$ cat src/rtl/rtc_irq_pkg.sv
package rtc_irq_pkg;

   localparam int REG_W         = 16;
   localparam int POS_STOPWATCH = 0;
   localparam int POS_ALARM     = 2;
   localparam int POS_SECOND    = 4;
   localparam int POS_HALF      = 7;
   localparam int SAMPLE_BASE   = 8;
   localparam int NUM_SAMPLE    = 8;
   // 1 Hz, 2 Hz and the eight sample rates: ten prescaler taps
   localparam int RATE_TAPS     = NUM_SAMPLE + 2;

   localparam logic [REG_W-1:0] IMPL_MASK =
      (16'hFFFF << SAMPLE_BASE)
      | (16'h1 << POS_HALF)
      | (16'h1 << POS_SECOND)
      | (16'h1 << POS_ALARM)
      | (16'h1 << POS_STOPWATCH);

   typedef enum logic [1:0] {
      SEL_NONE   = 2'd0,
      SEL_STATUS = 2'd1,
      SEL_ENABLE = 2'd2
   } reg_sel_e;

endpackage

$ cat src/rtl/rtc_irq_prescaler.sv
module rtc_irq_prescaler #(
   parameter int PRESCALE_W = 15,
   parameter int NUM_OUT    = 10
) (
   input  logic               clk,
   input  logic               rst_n,
   input  logic               ref_tick,
   output logic [NUM_OUT-1:0] rise
);

   logic [PRESCALE_W-1:0] count_q;

   always_ff @(posedge clk) begin
      if (!rst_n)
         count_q <= '0;
      else if (ref_tick)
         count_q <= count_q + 1'b1;
   end

   // rise[j] is the tap of count bit PRESCALE_W-NUM_OUT+j.
   // A bit rises when the bits below it are all ones, it is zero, and a tick arrives.
   for (genvar j = 0; j < NUM_OUT; j++) begin : g_tap
      localparam int K = PRESCALE_W - NUM_OUT + j;
      if (K == 0) begin : g_lsb
         assign rise[j] = ref_tick & ~count_q[0];
      end else begin : g_upper
         assign rise[j] = ref_tick & ~count_q[K] & (&count_q[K-1:0]);
      end
   end

endmodule

$ cat src/rtl/rtc_irq_event_map.sv
module rtc_irq_event_map
   import rtc_irq_pkg::*;
(
   input  logic [RATE_TAPS-1:0] rise,
   input  logic                 alarm_evt,
   input  logic                 stopwatch_evt,
   output logic [REG_W-1:0]     set_vec
);

   // rise[RATE_TAPS-1] is 1 Hz, rise[RATE_TAPS-2] is 2 Hz, and rise[0] is the fastest rate
   logic [NUM_SAMPLE-1:0] sample_set;

   for (genvar i = 0; i < NUM_SAMPLE; i++) begin : g_sample
      assign sample_set[i] = rise[NUM_SAMPLE-1-i];
   end

   always_comb begin
      set_vec                                       = '0;
      set_vec[POS_STOPWATCH]                        = stopwatch_evt;
      set_vec[POS_ALARM]                            = alarm_evt;
      set_vec[POS_SECOND]                           = rise[RATE_TAPS-1];
      set_vec[POS_HALF]                             = rise[RATE_TAPS-2];
      set_vec[SAMPLE_BASE +: NUM_SAMPLE]            = sample_set;
   end

endmodule

$ cat src/rtl/rtc_irq_decode.sv
module rtc_irq_decode
   import rtc_irq_pkg::*;
#(
   parameter int                ADDR_W     = 8,
   parameter logic [ADDR_W-1:0] STATUS_OFS = 'h14,
   parameter logic [ADDR_W-1:0] ENABLE_OFS = 'h18
) (
   input  logic              wr_en,
   input  logic [ADDR_W-1:0] wr_addr,
   input  logic [ADDR_W-1:0] rd_addr,
   output logic              wr_status,
   output logic              wr_enable,
   output reg_sel_e          rd_sel
);

   assign wr_status = wr_en && (wr_addr == STATUS_OFS);
   assign wr_enable = wr_en && (wr_addr == ENABLE_OFS);

   always_comb begin
      if (rd_addr == STATUS_OFS)
         rd_sel = SEL_STATUS;
      else if (rd_addr == ENABLE_OFS)
         rd_sel = SEL_ENABLE;
      else
         rd_sel = SEL_NONE;
   end

endmodule

$ cat src/rtl/rtc_irq_flag_bank.sv
module rtc_irq_flag_bank
   import rtc_irq_pkg::*;
(
   input  logic             clk,
   input  logic             rst_n,
   input  logic [REG_W-1:0] set_vec,
   input  logic             wr_status,
   input  logic             wr_enable,
   input  logic [REG_W-1:0] wr_data,
   output logic [REG_W-1:0] status_q,
   output logic [REG_W-1:0] enable_q
);

   logic [REG_W-1:0] clr_vec;
   logic [REG_W-1:0] status_d;
   logic [REG_W-1:0] enable_d;

   assign clr_vec = wr_status ? wr_data : '0;

   // A set is applied after the clear, so an event wins over a clear in the same cycle
   always_comb begin
      status_d = ((status_q & ~clr_vec) | set_vec) & IMPL_MASK;
      enable_d = wr_enable ? (wr_data & IMPL_MASK) : enable_q;
   end

   always_ff @(posedge clk) begin
      if (!rst_n) begin
         status_q <= '0;
         enable_q <= '0;
      end else begin
         status_q <= status_d;
         enable_q <= enable_d;
      end
   end

endmodule

$ cat src/rtl/rtc_irq_sampler.sv
module rtc_irq_sampler
   import rtc_irq_pkg::*;
#(
   parameter int                ADDR_W     = 8,
   parameter logic [ADDR_W-1:0] STATUS_OFS = 'h14,
   parameter logic [ADDR_W-1:0] ENABLE_OFS = 'h18,
   parameter int                PRESCALE_W = 15,
   parameter bit                IRQ_REG    = 1'b0
) (
   input  logic              clk,
   input  logic              rst_n,
   input  logic              ref_tick,
   input  logic              alarm_evt,
   input  logic              stopwatch_evt,
   input  logic              wr_en,
   input  logic [ADDR_W-1:0] wr_addr,
   input  logic [15:0]       wr_data,
   input  logic [ADDR_W-1:0] rd_addr,
   output logic [15:0]       rd_data,
   output logic              irq
);

   if (PRESCALE_W < RATE_TAPS) begin : g_chk_width
      $error("PRESCALE_W must be at least RATE_TAPS");
   end
   if (STATUS_OFS == ENABLE_OFS) begin : g_chk_ofs
      $error("status and enable offsets must differ");
   end

   logic [RATE_TAPS-1:0] rise;
   logic [REG_W-1:0]     set_vec;
   logic [REG_W-1:0]     status_q;
   logic [REG_W-1:0]     enable_q;
   logic                 wr_status;
   logic                 wr_enable;
   reg_sel_e             rd_sel;

   rtc_irq_prescaler #(
      .PRESCALE_W (PRESCALE_W),
      .NUM_OUT    (RATE_TAPS)
   ) u_prescaler (
      .clk      (clk),
      .rst_n    (rst_n),
      .ref_tick (ref_tick),
      .rise     (rise)
   );

   rtc_irq_event_map u_event_map (
      .rise          (rise),
      .alarm_evt     (alarm_evt),
      .stopwatch_evt (stopwatch_evt),
      .set_vec       (set_vec)
   );

   rtc_irq_decode #(
      .ADDR_W     (ADDR_W),
      .STATUS_OFS (STATUS_OFS),
      .ENABLE_OFS (ENABLE_OFS)
   ) u_decode (
      .wr_en     (wr_en),
      .wr_addr   (wr_addr),
      .rd_addr   (rd_addr),
      .wr_status (wr_status),
      .wr_enable (wr_enable),
      .rd_sel    (rd_sel)
   );

   rtc_irq_flag_bank u_flags (
      .clk       (clk),
      .rst_n     (rst_n),
      .set_vec   (set_vec),
      .wr_status (wr_status),
      .wr_enable (wr_enable),
      .wr_data   (wr_data),
      .status_q  (status_q),
      .enable_q  (enable_q)
   );

   always_comb begin
      unique case (rd_sel)
         SEL_STATUS: rd_data = status_q;
         SEL_ENABLE: rd_data = enable_q;
         default:    rd_data = '0;
      endcase
   end

   if (IRQ_REG) begin : g_irq_reg
      logic irq_q;
      always_ff @(posedge clk) begin
         if (!rst_n)
            irq_q <= 1'b0;
         else
            irq_q <= |(status_q & enable_q);
      end
      assign irq = irq_q;
   end else begin : g_irq_comb
      assign irq = |(status_q & enable_q);
   end

endmodule

$ cat config.mk
export PLATFORM = sky130hd
export DESIGN_NAME = rtc_irq_sampler
export DESIGN_NICKNAME = d
export VERILOG_FILES = /design/src/rtl/rtc_irq_pkg.sv /design/src/rtl/rtc_irq_prescaler.sv /design/src/rtl/rtc_irq_event_map.sv /design/src/rtl/rtc_irq_decode.sv /design/src/rtl/rtc_irq_flag_bank.sv /design/src/rtl/rtc_irq_sampler.sv
export SDC_FILE = /design/constraint.sdc
export NUM_CORES = 1
export LEC_CHECK = 0
export ABC_AREA = 1
export BUFFER_PORTS_ARGS = -buffer_cell sky130_fd_sc_hd__buf_2
export CAP_MARGIN = 40
export CORE_ASPECT_RATIO = 1.75
export CORE_UTILIZATION = 50
export CTS_CLUSTER_SIZE = 28
export DETAILED_ROUTE_END_ITERATION = 12
export GPL_TIMING_DRIVEN = 1
export PLACE_DENSITY_LB_ADDON = 0.12
export SETUP_SLACK_MARGIN = 0.05
export SLEW_MARGIN = 30
export SYNTH_ARGS = -nofsm -noshare
export SYNTH_HDL_FRONTEND = slang
export SYNTH_HIERARCHICAL = 1
export SYNTH_SLANG_ARGS = --single-unit
$ cat constraint.sdc
create_clock -name clk -period 3.4 [get_ports clk]
set_input_delay 0.51 -clock clk [delete_from_list [all_inputs] [get_ports clk]]
set_output_delay 0.51 -clock clk [all_outputs]
set_load 0.05 [all_outputs]
==> summary.md <==
| Metric | Value |
|---|---|
| First-pass GRT wire length | 8.776 mm |
| Die Width | 56.10 um |
| CORE AREA | around 4900 sq um |
| Largest net degree at the start of global routing | 26 |
| Min Tclk post-route | approximately 2700 ps |
| Non-filler cells, final | 457 |
| Pwr dens | 357.8 nW/um^2 |
| Hold_sp | wr_data[4] |
| # rows | 34 |
| Placed cells | 449 |
| Switching fraction of total power | 20.63% |
| # IOs | 55 |
| Syn Inst Count | 373 |
| Area Growth Syn to Fin | 7.426% |
| Fin util | 55.76% |
| Root Driver | clkbuf_8 |
| Worst Hold End | u_flags/enable_q[4] |
| Hold_buf cts | 0 |
| Reg2reg start | u_prescaler/count_q[1] |
| Rel. slew slack | 31.82% |
| Clock share of power | 45.9% |
| Max stage delay on crit path | 630 ps |
| Final hold violations | 0 |
| Slew @ Worst Pin | slightly above 1000 ps |
| Final period utilization | slightly below 80% |
| Total iterations of the first detailed-routing run | 4 |
| WP data arrival | ~2200 ps |
| Hold Crit Depth | 3 |
| Share of layout cells above drive strength 1 | 26.80% |
| Combinational share of power | 6.6% |
| FF-to-FF End | u_flags/status_q[11] |
| Reg2Reg Depth | 10 |
| Post-layout nets | approximately 450 |
| VDD IR max | 297.7 uV |
| Max Freq | 375.8 MHz |
| Setup ws final | roughly 740 ps |
| Final setup vio count | 0 |
| Max capacitance violation total | 0 |
| Die Y-Extent | 96.68 um |
| Max Root-Sink Buffers | 2 |
| FF-to-FF setup slack | ~1800 ps |
| Net Sw Power | 0.2030 mW |
| Antenna viol nets, final | 0 |
| Pleak | 1.155 nW |
| Estimated wirelength of the detail-placed design | 3.932 mm |
| Crit path kind | in -> out |
| Initial antenna violation count | 0 |
| Die area | between 5000 and 6000 sq um |
| Clock slew at reported path FFs | about 80 ps |
| Hold Path Class | in -> reg |
| Final wirelength | just over 5 mm |
| Critical path fanouts, max | 15 |
| Gr usage total | 20.07% |
| RSZ-0062 raised after global routing | no |
| Pre-CTS setup slack | 688.4 ps |
| Most frequent cells in the layout | 94 x nand2_1, 54 x nor2_1, 46 x buf_2 |
| DP Area | approximately 2600 sq um |
| Mapped cell area | 2561 sq um |
| Critical Path Start | rd_addr[7] |
| ANT cells | 0 |
| Gr ovfl total | 0 |
| Setup tns final | 0 ps |
| Worst Path Buf+Inv | 2 |
| Initial core utilization | 51.90% |
| Number of global-route vias before repair | 2,082 |
| Via-per-instance ratio | 4.853 |
| Skew final | 5.743 ps |
| Vias | 2,218 |
| Startpoint Class | input port |
| Max H-tree Level | 2 |
| Fillers | 516 |
| Crit path max-delay family | adder cells |
| # port buffers | 46 |
| Syn Area/Cell | 6.867 sq um |
| Most common cell after layout, fill and taps aside | nand2_1 |
| Pint | 0.7813 mW |
| Slew Limit Fails | 0 |
| Yosys warns | 6 |
| Final instance area | 2751 sq um |
| Seq pwr share | 47.5% |
| Total CTS buffers | 5 |
| Crit path cell chain | buf_2, nor2_1, nand3_1, nor2_1, ha_1, nand2_1, a21oi_2, buf_2 |
| Worst skew pair latency | 290 ps |
| CTS sink cnt | 39 |
| CP Capture Type | primary output |
| Gpl congestion | between 0.9 and 1 |
| Wirelength per Cell | 11.05 um |
| Setup Buffers After CTS | 0 |
| Worst EP required | 2890 ps |
| # resized after CTS | 0 |
| CTS tree | done |
| DR DRC count | 0 |
| DRC marker count from the first detailed-route iteration | 65 |
| Status | finished clean |
| Slowest CP cell | ha_1 |
layer usage:
layer  routed length [um]  global-route usage [%]  vias to the layer above
met2                 2653                   38.19                       45
met3                  151                   2.540                       19
met4                  268                   13.70                        0
met1                 1976                   18.97                      969
met5                    0                       0                        -
li1                     -                       -                     1185
through the flow:
stage,power (mW),hold slack (ps)
global placement,0.5433,442.7
global route,1.029,443.0
floorplan,0.5259,434.1
detailed placement,0.5445,453.9
CTS,1.001,446.4
finish,0.9843,455.3
layout make-up:
cell class                      instances  area [sq um]  share of cell area [%]
Multi-Input combinational cell        264          1359                   49.39
Sequential cell                        39         780.7                   28.38
Timing Repair Buffer                   48         245.2                   8.913
Inverter                               44         166.4                   6.048
Clock buffer                            6         72.57                   2.638
Tap cell                               54         67.56                   2.456
Clock inverter                          2         60.06                   2.183
worst max path at each step:
| stage | endpoint | depth (start not counted) |
|---|---|---|
| floorplan | rd_data[12] | 8 |
| global placement | rd_data[2] | 8 |
| detailed placement | rd_data[2] | 8 |
| CTS | rd_data[0] | 8 |
| global route | rd_data[2] | 8 |
| finish | rd_data[2] | 8 |
registers in the layout, summed over array words and instances, names as in the netlist:
| signal | flops |
|---|---|
| u_flags/status_q | 12 |
| u_prescaler/count_q | 15 |
| u_flags/enable_q | 12 |
power by group through the flow:
stage / Sequential (mW) / Clock [mW] / Combinational [mW]
final: 0.468 / 0.451 / 0.0650
after global routing: 0.469 / 0.485 / 0.0749
after CTS: 0.468 / 0.466 / 0.0663
after global placement: 0.478 / 0 / 0.0651
after detailed placement: 0.479 / 0 / 0.0660
after floorplan: 0.477 / 0 / 0.0487
worst register-to-register path: stages, from the launching register on:
cell and delay (ps):
dfxtp_1 380, ha_1 230, nand2_2 90, nor2_4 140, nand2_4 90, clkinv_2 90, ha_1 150, nand2_1 60
nor2_1 100, inv_1 50, a21oi_1 150
No activity file was read; power rests on OpenSTA's default activity.
